**config.mk**
```make
export PLATFORM = sky130hd
export DESIGN_NAME = phy_ctl_regbank
export DESIGN_NICKNAME = d
export VERILOG_FILES = /design/src/rtl/phy_ctl_pkg.sv /design/src/rtl/phy_ctl_word.sv /design/src/rtl/phy_ctl_bus_fsm.sv /design/src/rtl/phy_ctl_regbank.sv
export SDC_FILE = /design/constraint.sdc
export NUM_CORES = 1
export LEC_CHECK = 0
export BUFFER_PORTS_ARGS = -buffer_cell sky130_fd_sc_hd__buf_2
export CORE_UTILIZATION = 45
export CTS_BUF_LIST = sky130_fd_sc_hd__clkbuf_16
export DETAILED_ROUTE_END_ITERATION = 6
export GPL_TIMING_DRIVEN = 0
export SLEW_MARGIN = 25
export SYNTH_ARGS = -nofsm -noshare
export SYNTH_HDL_FRONTEND = slang
export SYNTH_HIERARCHICAL = 1
export SYNTH_SLANG_ARGS = --single-unit
```
**constraint.sdc**
```tcl
create_clock -name clk -period 2.3 [get_ports clk]
set_input_delay 0.115 -clock clk [delete_from_list [all_inputs] [get_ports clk]]
set_output_delay 0.115 -clock clk [all_outputs]
set_load 0.03 [all_outputs]
```
**src/rtl/phy_ctl_pkg.sv**
```systemverilog
package phy_ctl_pkg;
    typedef enum logic {
        S_IDLE = 1'b0,
        S_RESP = 1'b1
    } bus_state_e;
endpackage

```
**src/rtl/phy_ctl_word.sv**
```systemverilog
module phy_ctl_word #(
    parameter int WIDTH = 16
) (
    input  logic             clk,
    input  logic             rst_n,
    input  logic             wr_en,
    input  logic [WIDTH-1:0] wr_data,
    input  logic [WIDTH-1:0] wr_mask,
    output logic [WIDTH-1:0] q
);
    always_ff @(posedge clk) begin
        if (!rst_n)
            q <= '0;
        else if (wr_en)
            q <= (q & ~wr_mask) | (wr_data & wr_mask);
    end
endmodule

```
**src/rtl/phy_ctl_bus_fsm.sv**
```systemverilog
module phy_ctl_bus_fsm
    import phy_ctl_pkg::*;
#(
    parameter int BUS_W = 32
) (
    input  logic             clk,
    input  logic             rst_n,
    input  logic             req_valid,
    input  logic             req_write,
    input  logic [BUS_W-1:0] rd_value,
    output logic             req_ready,
    output logic             rsp_valid,
    output logic [BUS_W-1:0] rsp_rdata
);
    bus_state_e state_q, state_d;
    logic       rd_accept;

    assign req_ready = 1'b1;
    assign rd_accept = req_valid && req_ready && !req_write;

    always_comb begin
        state_d = state_q;
        unique case (state_q)
            S_IDLE:  state_d = rd_accept ? S_RESP : S_IDLE;
            S_RESP:  state_d = rd_accept ? S_RESP : S_IDLE;
            default: state_d = S_IDLE;
        endcase
    end

    always_ff @(posedge clk) begin
        if (!rst_n)
            state_q <= S_IDLE;
        else
            state_q <= state_d;
    end

    always_ff @(posedge clk) begin
        if (!rst_n)
            rsp_rdata <= '0;
        else if (rd_accept)
            rsp_rdata <= rd_value;
    end

    assign rsp_valid = (state_q == S_RESP);
endmodule

```
**src/rtl/phy_ctl_regbank.sv**
```systemverilog
module phy_ctl_regbank #(
    parameter int          BUS_W      = 32,
    parameter int          ADDR_W     = 8,
    parameter int          NUM_CTL    = 7,
    parameter logic [7:0]  STATUS_OFF = 8'h20
) (
    input  logic              clk,
    input  logic              rst_n,
    input  logic              req_valid,
    output logic              req_ready,
    input  logic              req_write,
    input  logic [ADDR_W-1:0] req_addr,
    input  logic [BUS_W-1:0]  req_wdata,
    output logic              rsp_valid,
    output logic [BUS_W-1:0]  rsp_rdata,
    input  logic              phy_cal_done,
    input  logic              phy_dll_ready,
    output logic              pwr_on,
    output logic              dll_en,
    output logic [2:0]        drive_code,
    output logic [1:0]        freq_sel,
    output logic              otap_en,
    output logic [3:0]        otap_sel
);
    localparam int HALF_W    = BUS_W / 2;
    localparam int IDX_W     = ADDR_W - 2;
    localparam int PWR_WORD  = 6;
    localparam int TAP_WORD  = 0;
    localparam int CAL_BIT   = 6;
    localparam int LOCK_BIT  = 5;

    logic [IDX_W-1:0]  idx;
    logic              is_ctl;
    logic              is_status;
    logic [HALF_W-1:0] ctl_q [NUM_CTL];
    logic [HALF_W-1:0] sel_word;
    logic [BUS_W-1:0]  rd_value;
    logic              wr_go;

    assign idx       = req_addr[ADDR_W-1:2];
    assign is_ctl    = (req_addr[1:0] == 2'b00) && (idx < IDX_W'(NUM_CTL));
    assign is_status = (req_addr == ADDR_W'(STATUS_OFF));
    assign wr_go     = req_valid && req_ready && req_write && is_ctl;

    for (genvar g = 0; g < NUM_CTL; g++) begin : g_word
        phy_ctl_word #(.WIDTH(HALF_W)) u_word (
            .clk     (clk),
            .rst_n   (rst_n),
            .wr_en   (wr_go && (idx == IDX_W'(g))),
            .wr_data (req_wdata[HALF_W-1:0]),
            .wr_mask (req_wdata[BUS_W-1:HALF_W]),
            .q       (ctl_q[g])
        );
    end

    always_comb begin
        sel_word = '0;
        for (int k = 0; k < NUM_CTL; k++)
            if (idx == IDX_W'(k)) sel_word = ctl_q[k];
    end

    always_comb begin
        rd_value = '0;
        if (is_ctl) begin
            rd_value[HALF_W-1:0] = sel_word;
        end else if (is_status) begin
            rd_value[CAL_BIT]  = phy_cal_done;
            rd_value[LOCK_BIT] = phy_dll_ready;
        end
    end

    phy_ctl_bus_fsm #(.BUS_W(BUS_W)) u_fsm (
        .clk       (clk),
        .rst_n     (rst_n),
        .req_valid (req_valid),
        .req_write (req_write),
        .rd_value  (rd_value),
        .req_ready (req_ready),
        .rsp_valid (rsp_valid),
        .rsp_rdata (rsp_rdata)
    );

    assign pwr_on     = ctl_q[PWR_WORD][0];
    assign dll_en     = ctl_q[PWR_WORD][1];
    assign drive_code = ctl_q[PWR_WORD][6:4];
    assign freq_sel   = ctl_q[TAP_WORD][13:12];
    assign otap_en    = ctl_q[TAP_WORD][11];
    assign otap_sel   = ctl_q[TAP_WORD][10:7];
endmodule

```
==> reports/metrics.csv, run 1 <==
metric;value;unit
setup-violations-final;0;
ys.warnings.count;6;
nFillCells;1579;
clk_latency;430;ps
post-route-util;56.07;%
wl_met2;10580;um
routedWlPerCell;19.32;um
power_frac_seq;42.6;%
cp-startpoint;req_addr[7];
rsz0062_at_grt;false;
dieArea;17910;um^2
synth_top_flop_cell;dfxtp_1;
ys_types;40;
critPathTopFamily;simple AND/OR/NAND/NOR gates;
finalCriticalPeriod;2147;ps
rows;47;
period_share;93.35;%
die_h;133.8;um
netlist_top_cells_area;dfxtp_1 37%, mux2i_1 19%, nand2_1 16%, nand2_2 5.6%, buf_6 4.6%;
switching_share;25.74;%
grt-ovfl-total;0;
max-vdd-ir-drop;0.5138;mV
crit_path_end;u_fsm/rsp_rdata[9]$_SDFFE_PN0P_;
worst-setup-path-type;primary input to register;
cp-start-kind;primary input;
dr_wl_met3;2089;um
cts.sinks;145;
viasPerCell;5.332;
slew_violations;0;
boundaryPins;92;
ys_seq_elements;145;
p_switching;1.532;mW
combPwrFrac;8.9;%
layout_commonest_cell;nand2_1;
globalplace.congestion;0.8461;
hold_class;primary input to register;
clkPwrFrac;48.5;%
synth_top_area_share;37.13;%
worstPathCellList;buf_2 -> or4b_1 -> buf_2 -> nor2_1 -> buf_2 -> a21oi_1 -> a21oi_1 -> nand2_1 -> mux2i_1;
firstDrtPassIters;5;
fmax;0.4658;GHz
rrSetupSlack;770;ps
clkTransAtPathRegs;60;ps
arrival;2510;ps
cp.depth;9;
htree_levels;4;
cts_root_buf;clkbuf_16;
ff2ff_path_depth;5;
p_per_area;633.4;nW/um^2
total_power;5.951;mW
critPathRequiredTime;2660;ps
drive_gt1_share;26.65;%
synth-edff-count;0;
max_stage_delay;500;ps
cap_violations;0;
crit_top_cell;buf_2;
rr_endpoint;u_fsm/rsp_rdata[10]$_SDFFE_PN0P_;
ant_nets;0;
grt_pass1_vias;6362;
p_int;4.420;mW
synth_area;7819;um^2
timing.hold.ws;21.78;ps
num_vias;6814;
io_buffers;90;
nets;1091;
clk_path_buf_depth;2;
cts_made_buffers;17;
grt_use_total;28.66;%
hold_viol_final;0;
max_slew_margin;32.60;%
grt_max_degree;38;
cts_tree;yes;
synth.avg_cell_area;8.649;um^2
synth_top_area_cell;dfxtp_1;
yosysSeqAreaShare;37.13;%
dp_hpwl;16260;um
grt_pass1_wl;37900;um
core_area;16760;um^2
synthArstFlopShare;0;%
status;finished clean;
drc;0;
crit_slowest_cell;or4b_1;
start_util;46.65;%
path_buf_inv;3;
die_x;133.8;um
crit_path_end_kind;register;
syn2layout_area_growth;20.18;%
m1WireLength;11510;um
finalWirelength;24700;um
top_layer;met4;
fin_worst_skew;6.322;ps
antenna_found_initial;0;
crit_path_max_fanout;10;
layout_common_cells;333 x nand2_1, 147 x mux2i_1, 145 x dfxtp_1;
worstMarginPinSlew;1003;ps
antenna_cells;0;
power.leakage;4.363;nW
tns;0;ps
initialDrtViolationCount;655;
netlist_instances;904;
-- layout make-up --
| type | count | area (um^2) | area share (%) |
|---|---|---|---|
| timing repair buffer | 107 | 618.1 | 6.578 |
| multi-input combinational | 710 | 4319 | 45.97 |
| clock buffer | 17 | 425.4 | 4.527 |
| tap | 220 | 275.3 | 2.929 |
| clock inverter | 15 | 185.2 | 1.971 |
| buffer | 64 | 670.6 | 7.137 |
| sequential | 145 | 2903 | 30.89 |
-- layer usage --
layer  up-vias  global-route usage (%)
met5         -                       0
li1       3313                       -
met4         0                   10.16
met1      3165                   41.44
met3        34                   4.346
met2       302                   43.01
-- synth_stat cells, types with 2 or more instances --
cell	instances
nand2_1	333
mux2i_1	147
dfxtp_1	145
nand2_2	70
buf_6	32
a21oi_1	20
a22oi_1	18
and3_1	16
mux2_2	15
a31oi_1	11
buf_2	11
o221ai_2	10
buf_12	9
nor2_1	8
a2111oi_0	6
clkbuf_1	6
buf_4	5
and2_1	4
nor3_1	4
nor4_1	4
o21ai_0	4
o221ai_1	4
nand2b_1	3
and2b_1	2
conb_1	2
-- per-stage QoR --
stage	cells	setup WS (ps)	area, um^2
floorplan	919	417.9	7875
global placement	1229	-529.5	8601
detailed placement	1229	-436.7	8607
CTS	1277	78.48	9384
global route	1278	44.20	9397
finish	1278	153.0	9397
-- worst min-delay path by stage --
stage	endpoint	slack [ps]	startpoint	cells after the start
after global routing	register	30	req_wdata[28]	3
after floorplan	register	250	req_wdata[15]	2
after CTS	register	8	req_wdata[30]	3
after global placement	register	430	req_wdata[14]	3
after detailed placement	register	430	req_wdata[14]	3
final	register	20	req_wdata[30]	3
-- cell families after synthesis --
family / after synthesis / synth area share (%)
AND/OR/NAND/NOR: 455 / 25.70
multiplexers: 162 / 20.98
flip-flops: 145 / 37.13
AO/OA/AOI/OAI: 76 / 7.521
buffers and inverters: 64 / 8.577
other: 2 / 0.09605
-- power by group through the flow --
stage | logic (mW) | clock network [mW] | registers, mW
detailed placement | 0.504 | 0 | 2.59
CTS | 0.527 | 2.93 | 2.53
global route | 0.572 | 3.05 | 2.53
global placement | 0.504 | 0 | 2.59
floorplan | 0.239 | 0 | 2.62
finish | 0.533 | 2.89 | 2.53
-- worst reg2reg max path, delay by kind of cell (launching register included) --
kind | cells | cell delay, ps
compound gates | 2 | 700
flops | 1 | 320
simple gates | 2 | 310
mux | 1 | 90
-- repair_timing --
| action | CTS | global route |
|---|---|---|
| cloned | 0 | 0 |
| resized for setup | 1 | 2 |
| pin swaps | 0 | 1 |
| hold endpoints to repair | 99 | 0 |
| hold buffers | 16 | 0 |
| setup endpoints to repair | 2 | 23 |
| buffers inserted | 0 | 1 |
Power figures use the tool's default switching activity.
==> run 2: changes to the inputs <==
--- a/config.mk
+++ b/config.mk
@@ -10,6 +10,8 @@
 export CTS_BUF_LIST = sky130_fd_sc_hd__clkbuf_16
 export DETAILED_ROUTE_END_ITERATION = 6
 export GPL_TIMING_DRIVEN = 0
+export PLACE_DENSITY = 0.67
+export SETUP_SLACK_MARGIN = 0.1
 export SLEW_MARGIN = 25
 export SYNTH_ARGS = -nofsm -noshare
 export SYNTH_HDL_FRONTEND = slang
==> constraint.sdc (replaced) <==
create_clock -name clk -period 1.9 [get_ports clk]
set_input_delay 0.095 -clock clk [delete_from_list [all_inputs] [get_ports clk]]
set_output_delay 0.095 -clock clk [all_outputs]
set_load 0.03 [all_outputs]
==> reports/metrics.csv, run 2 (synthesis gave the netlist of run 1 again) <==
metric;value;unit;change
worstHoldPathCells;3;;unchanged
cp-start-kind;primary input;;
timing.hold.ws;10.30;ps;-11.48 ps
ant_nets;0;;unchanged
dr_wl_met3;1885;um;-9.8%
syn2layout_area_growth;23.14;%;
htree_levels;4;;unchanged
worstMarginPinSlew;1071;ps;+68.35 ps
rsz0062_at_grt;true;;
grt-ovfl-total;0;;unchanged
cap_violations;0;;unchanged
crit_path_max_fanout;10;;unchanged
post-route-util;57.45;%;+1.4 points
drc;0;;unchanged
start_util;46.65;%;unchanged
hold_class;primary input to register;;
fin_worst_skew;8.930;ps;+2.608 ps
rr_endpoint;u_fsm/rsp_rdata[10]$_SDFFE_PN0P_;;
rows;47;;unchanged
layout_common_cells;333 x nand2_1, 147 x mux2i_1, 145 x dfxtp_1;;
wl_met2;10910;um;+3.1%
place_area;8627;um^2;+0.23%
dp_hpwl;16340;um;+0.44%
antenna_found_initial;0;;unchanged
grt_max_degree;38;;unchanged
m1WireLength;11270;um;-2.1%
globalplace.congestion;0.9211;;+8.9%
p_per_area;778.8;nW/um^2;+23%
clk_path_buf_depth;2;;unchanged
cts_root_buf;clkbuf_16;;
slew_violations;0;;unchanged
num_vias;6947;;+2.0%
grt_use_total;28.07;%;-0.59 points
max_slew_margin;28.60;%;-4.0 points
cts.sinks;145;;unchanged
worst-setup-path-type;primary input to register;;
grt_pass1_wl;37520;um;-1.0%
fmax;0.5624;GHz;
nets;1098;;+0.64%
rrSetupSlack;500;ps;-270 ps
clk_latency;430;ps;about the same
critPathRequiredTime;2260;ps;-400 ps
ff2ff_path_depth;5;;unchanged
setup-violations-final;0;;unchanged
top_layer;met4;;
cts_made_buffers;17;;unchanged
grt_pass1_vias;6529;;+2.6%
status;finished clean;;
io_buffers;90;;unchanged
max-vdd-ir-drop;0.6380;mV;+24%
crit_path_end;u_fsm/rsp_rdata[10]$_SDFFE_PN0P_;;
arrival;2140;ps;-370 ps
viasPerCell;5.406;;+1.4%
cp-startpoint;req_addr[7];;
finalWirelength;24500;um;-0.81%
die_x;133.8;um;unchanged
firstDrtPassIters;5;;unchanged
initialDrtViolationCount;608;;-7.2%
clkTransAtPathRegs;60;ps;about the same
cts_tree;yes;;
dieArea;17910;um^2;unchanged
drive_gt1_share;28.26;%;+1.6 points
total_power;7.499;mW;+26%
routedWlPerCell;19.06;um;-1.4%
core_area;16760;um^2;unchanged
finalCriticalPeriod;1778;ps;
power.leakage;4.446;nW;+1.9%
layout_commonest_cell;nand2_1;;
antenna_cells;0;;unchanged
boundaryPins;92;;unchanged
crit_path_end_kind;register;;
design_area;9628;um^2;+2.5%
period_share;93.59;%;
hold_viol_final;0;;unchanged
die_h;133.8;um;unchanged
-- run 2: worst min-delay path by stage --
stage / from / end / slack (ps)
final: req_wdata[29] / register / 10
after global routing: req_wdata[30] / register / 20
after global placement: req_wdata[11] / register / 410
after floorplan: req_wdata[15] / register / 230
after CTS: req_wdata[29] / register / 0.6
after detailed placement: req_wdata[3] / register / 410
-- run 2: area by class of cell --
| class | count | area (um^2) |
|---|---|---|
| repair buffers | 114 | 688.2 |
| fillers | 1492 | 7132 |
| flip-flops and latches | 145 | 2903 |
| clock buffers | 17 | 425.4 |
| multi-input cells | 710 | 4398 |
| plain buffers | 64 | 706.9 |
| clock inverters | 15 | 231.5 |
| well taps | 220 | 275.3 |
-- run 2: repair_timing --
| action | 4_1_cts | 5_1_grt |
|---|---|---|
| buffers inserted | 4 | 2 |
| gates resized for setup | 9 | 17 |
| pin swaps | 2 | 2 |
| hold buffers | 18 | 0 |
| hold endpoints to repair | 112 | 0 |
| setup endpoints to repair | 112 | 80 |
-- run 2: metrics by stage --
| step | setup TNS (ps) | worst slack, ps | instances |
|---|---|---|---|
| after CTS | 0 | 87.09 | 1283 |
| after detailed placement | -58060 | -769.8 | 1229 |
| after global routing | 0 | 63.74 | 1285 |
| final | 0 | 121.8 | 1285 |
| after floorplan | 0 | 97.61 | 919 |
| after global placement | -55380 | -760.7 | 1229 |
-- run 2: per-layer routing --
metal / GRT usage, % / up-vias
met4: 10.23 / 0
met5: 0 / -
met3: 5.518 / 32
met1: 38.90 / 3321
met2: 43.09 / 274
li1: - / 3320
-- run 2: power breakdown --
group	internal (mW)	switching (mW)
Combinational	0.224	0.437
Clock	2.35	1.43
Sequential	3.06	0.00762
Total	5.63	1.87
-- run 2: worst max-delay path, cell delays in order --
cell and delay, ps:
buf_2 150, or4_1 540, clkbuf_2 220, nor2_4 210, buf_6 200, a21oi_1 80, a21oi_1 340, nand2_1 130
mux2i_1 140
==> run 3: changes to the inputs <==
==> constraint.sdc (replaced) <==
create_clock -name clk -period 1.9 [get_ports clk]
set_input_delay 0.38 -clock clk [delete_from_list [all_inputs] [get_ports clk]]
set_output_delay 0.38 -clock clk [all_outputs]
set_load 0.03 [all_outputs]
==> reports/metrics.csv, run 3 (synthesis gave the netlist of run 1 again) <==
metric;value;unit;change
status;finished, violations left;;
violations;setup timing;;
hold_viol_final;0;;unchanged
hold_class;primary input to register;;
antenna_cells;0;;unchanged
timing.hold.ws;248.9;ps;+238.6 ps
max-vdd-ir-drop;0.6694;mV;+4.9%
initialDrtViolationCount;614;;+0.99%
p_int;5.507;mW;-2.2%
htree_levels;4;;unchanged
period_share;105.3;%;+12 points
p_switching;1.917;mW;+2.5%
cts_hold_buf;0;;-18
power_frac_seq;41.3;%;+0.4 points
rsz0062_at_grt;true;;
final.setup.worst_slack;-101.1;ps;-222.9 ps
fin_worst_skew;15.49;ps;+6.562 ps
die_h;133.8;um;unchanged
worstMarginPinSlew;1026;ps;-44.64 ps
antenna_found_initial;0;;unchanged
dieArea;17910;um^2;unchanged
setup-violations-final;17;;+17
boundaryPins;92;;unchanged
rrSetupSlack;500;ps;about the same
max_slew_margin;31.57;%;+3.0 points
io_buffers;90;;unchanged
finalCriticalPeriod;2001;ps;+222.9 ps
drc;0;;unchanged
layout_commonest_cell;nand2_1;;
num_vias;7150;;+2.9%
grt_max_degree;38;;unchanged
fmax;0.4997;GHz;-11%
cp-start-kind;primary input;;
cts_made_buffers;17;;unchanged
cp-startpoint;req_addr[5];;
viasPerCell;5.496;;+1.7%
grt_pass1_wl;39230;um;+4.6%
core_area;16760;um^2;unchanged
cts.sinks;145;;unchanged
start_util;46.65;%;unchanged
power.leakage;5.166;nW;+16%
routedWlPerCell;20.48;um;+7.4%
min_from;req_wdata[15];;
cts_root_buf;clkbuf_16;;
tns;-497.8;ps;-497.8 ps
p_per_area;703.5;nW/um^2;-9.7%
crit_path_max_fanout;10;;unchanged
syn2layout_area_growth;34.97;%;
drive_gt1_share;35.06;%;+6.8 points
ff2ff_path_depth;5;;unchanged
cts_tree;yes;;
worst-setup-path-type;primary input to register;;
ant_nets;0;;unchanged
die_x;133.8;um;unchanged
dp_hpwl;16310;um;-0.13%
total_power;7.424;mW;-0.99%
arrival;2360;ps;+220 ps
rr_endpoint;u_fsm/rsp_rdata[4]$_SDFFE_PN0P_;;
worstHoldPathCells;3;;unchanged
cap_violations;0;;unchanged
finalWirelength;26640;um;+8.7%
slew_violations;0;;unchanged
nets;1114;;+1.5%
globalplace.congestion;0.8755;;-5.0%
layout_common_cells;315 x nand2_1, 147 x mux2i_1, 145 x dfxtp_1;;
crit_path_end_kind;register;;
critPathRequiredTime;2260;ps;about the same
rows;47;;unchanged
clkPwrFrac;49.0;%;-1.3 points
clk_path_buf_depth;2;;unchanged
grt_use_total;29.65;%;+1.6 points
grt-ovfl-total;0;;unchanged
clk_latency;440;ps;about the same
switching_share;25.82;%;+0.88 points
clkTransAtPathRegs;60;ps;about the same
grt_pass1_vias;6760;;+3.5%
firstDrtPassIters;6;;+1
combPwrFrac;9.7;%;+0.9 points
## run 3: cell types whose count changed in the layout (fill, tap and decap cells not counted), sizes merged
| cell | before | now |
|---|---|---|
| clkinv | 5 | 8 |
| buf | 153 | 183 |
| clkinvlp | 2 | 0 |
| bufinv | 5 | 4 |
| clkbuf | 24 | 28 |
| dlygate4sd3 | 18 | 0 |
## run 3: worst max path at each step
stage | endpoint | slack (ps) | cells past startpoint
2_1_floorplan | register | -170 | 10
3_3_place_gp | u_fsm/rsp_rdata[8]$_SDFFE_PN0P_ | -810 | 9
3_5_place_dp | u_fsm/rsp_rdata[8]$_SDFFE_PN0P_ | -860 | 9
4_1_cts | u_fsm/rsp_rdata[4]$_SDFFE_PN0P_ | -20 | 11
5_1_grt | u_fsm/rsp_rdata[2]$_SDFFE_PN0P_ | -110 | 11
6_report | u_fsm/rsp_rdata[2]$_SDFFE_PN0P_ | -100 | 11
## run 3: per-layer routing
layer / share of wire, % / global-route usage [%] / vias up
met5: 0 / 0 / -
met4: 3.3 / 12.94 / 0
li1: - / - / 3352
met1: 42 / 38.16 / 3370
met3: 9.8 / 7.899 / 65
met2: 45 / 46.49 / 363
## run 3: area by class of cell
type	instances	area [um^2]
Tap cell	220	275.3
Clock inverter	15	209.0
Timing Repair Buffer	130	955.9
Multi-Input combinational cell	710	5009
Sequential cell	145	2903
Clock buffer	17	425.4
Fill cell	1399	6207
Buffer	64	775.7
## run 3: what timing repair did
action	4_1_cts	5_1_grt
resized for setup	81	58
gates cloned	2	3
pin swaps	29	9
endpoints found under the hold margin	0	0
setup endpoints to repair	127	105
setup buffers	31	4
## run 3: power groups by stage
stage | Combinational (mW) | Clock [mW] | Sequential (mW)
after global routing | 0.755 | 3.81 | 3.07
after floorplan | 0.299 | 0 | 3.17
after detailed placement | 0.628 | 0 | 3.13
after CTS | 0.677 | 3.68 | 3.07
after global placement | 0.625 | 0 | 3.13
final | 0.721 | 3.64 | 3.07
## run 3: through the flow
stage                     setup WS [ps]  cell area, um^2  cells  utilization [%]
final                            -101.1            10550   1301            62.96
after global placement           -807.0             8847   1229            52.79
after detailed placement         -855.9             8847   1229            52.79
after global routing             -111.8            10550   1301            62.96
after CTS                        -16.92            10190   1294            60.83
after floorplan                  -166.4             8122    919                -
## run 3: worst max-delay path: stages
cell and delay, ps:
buf_8 100, or4b_4 540, buf_8 150, buf_12 120, buf_12 120, nor2_4 160, buf_12 180, a21oi_1 90
a31oi_2 280, nand2_1 110, mux2i_1 130
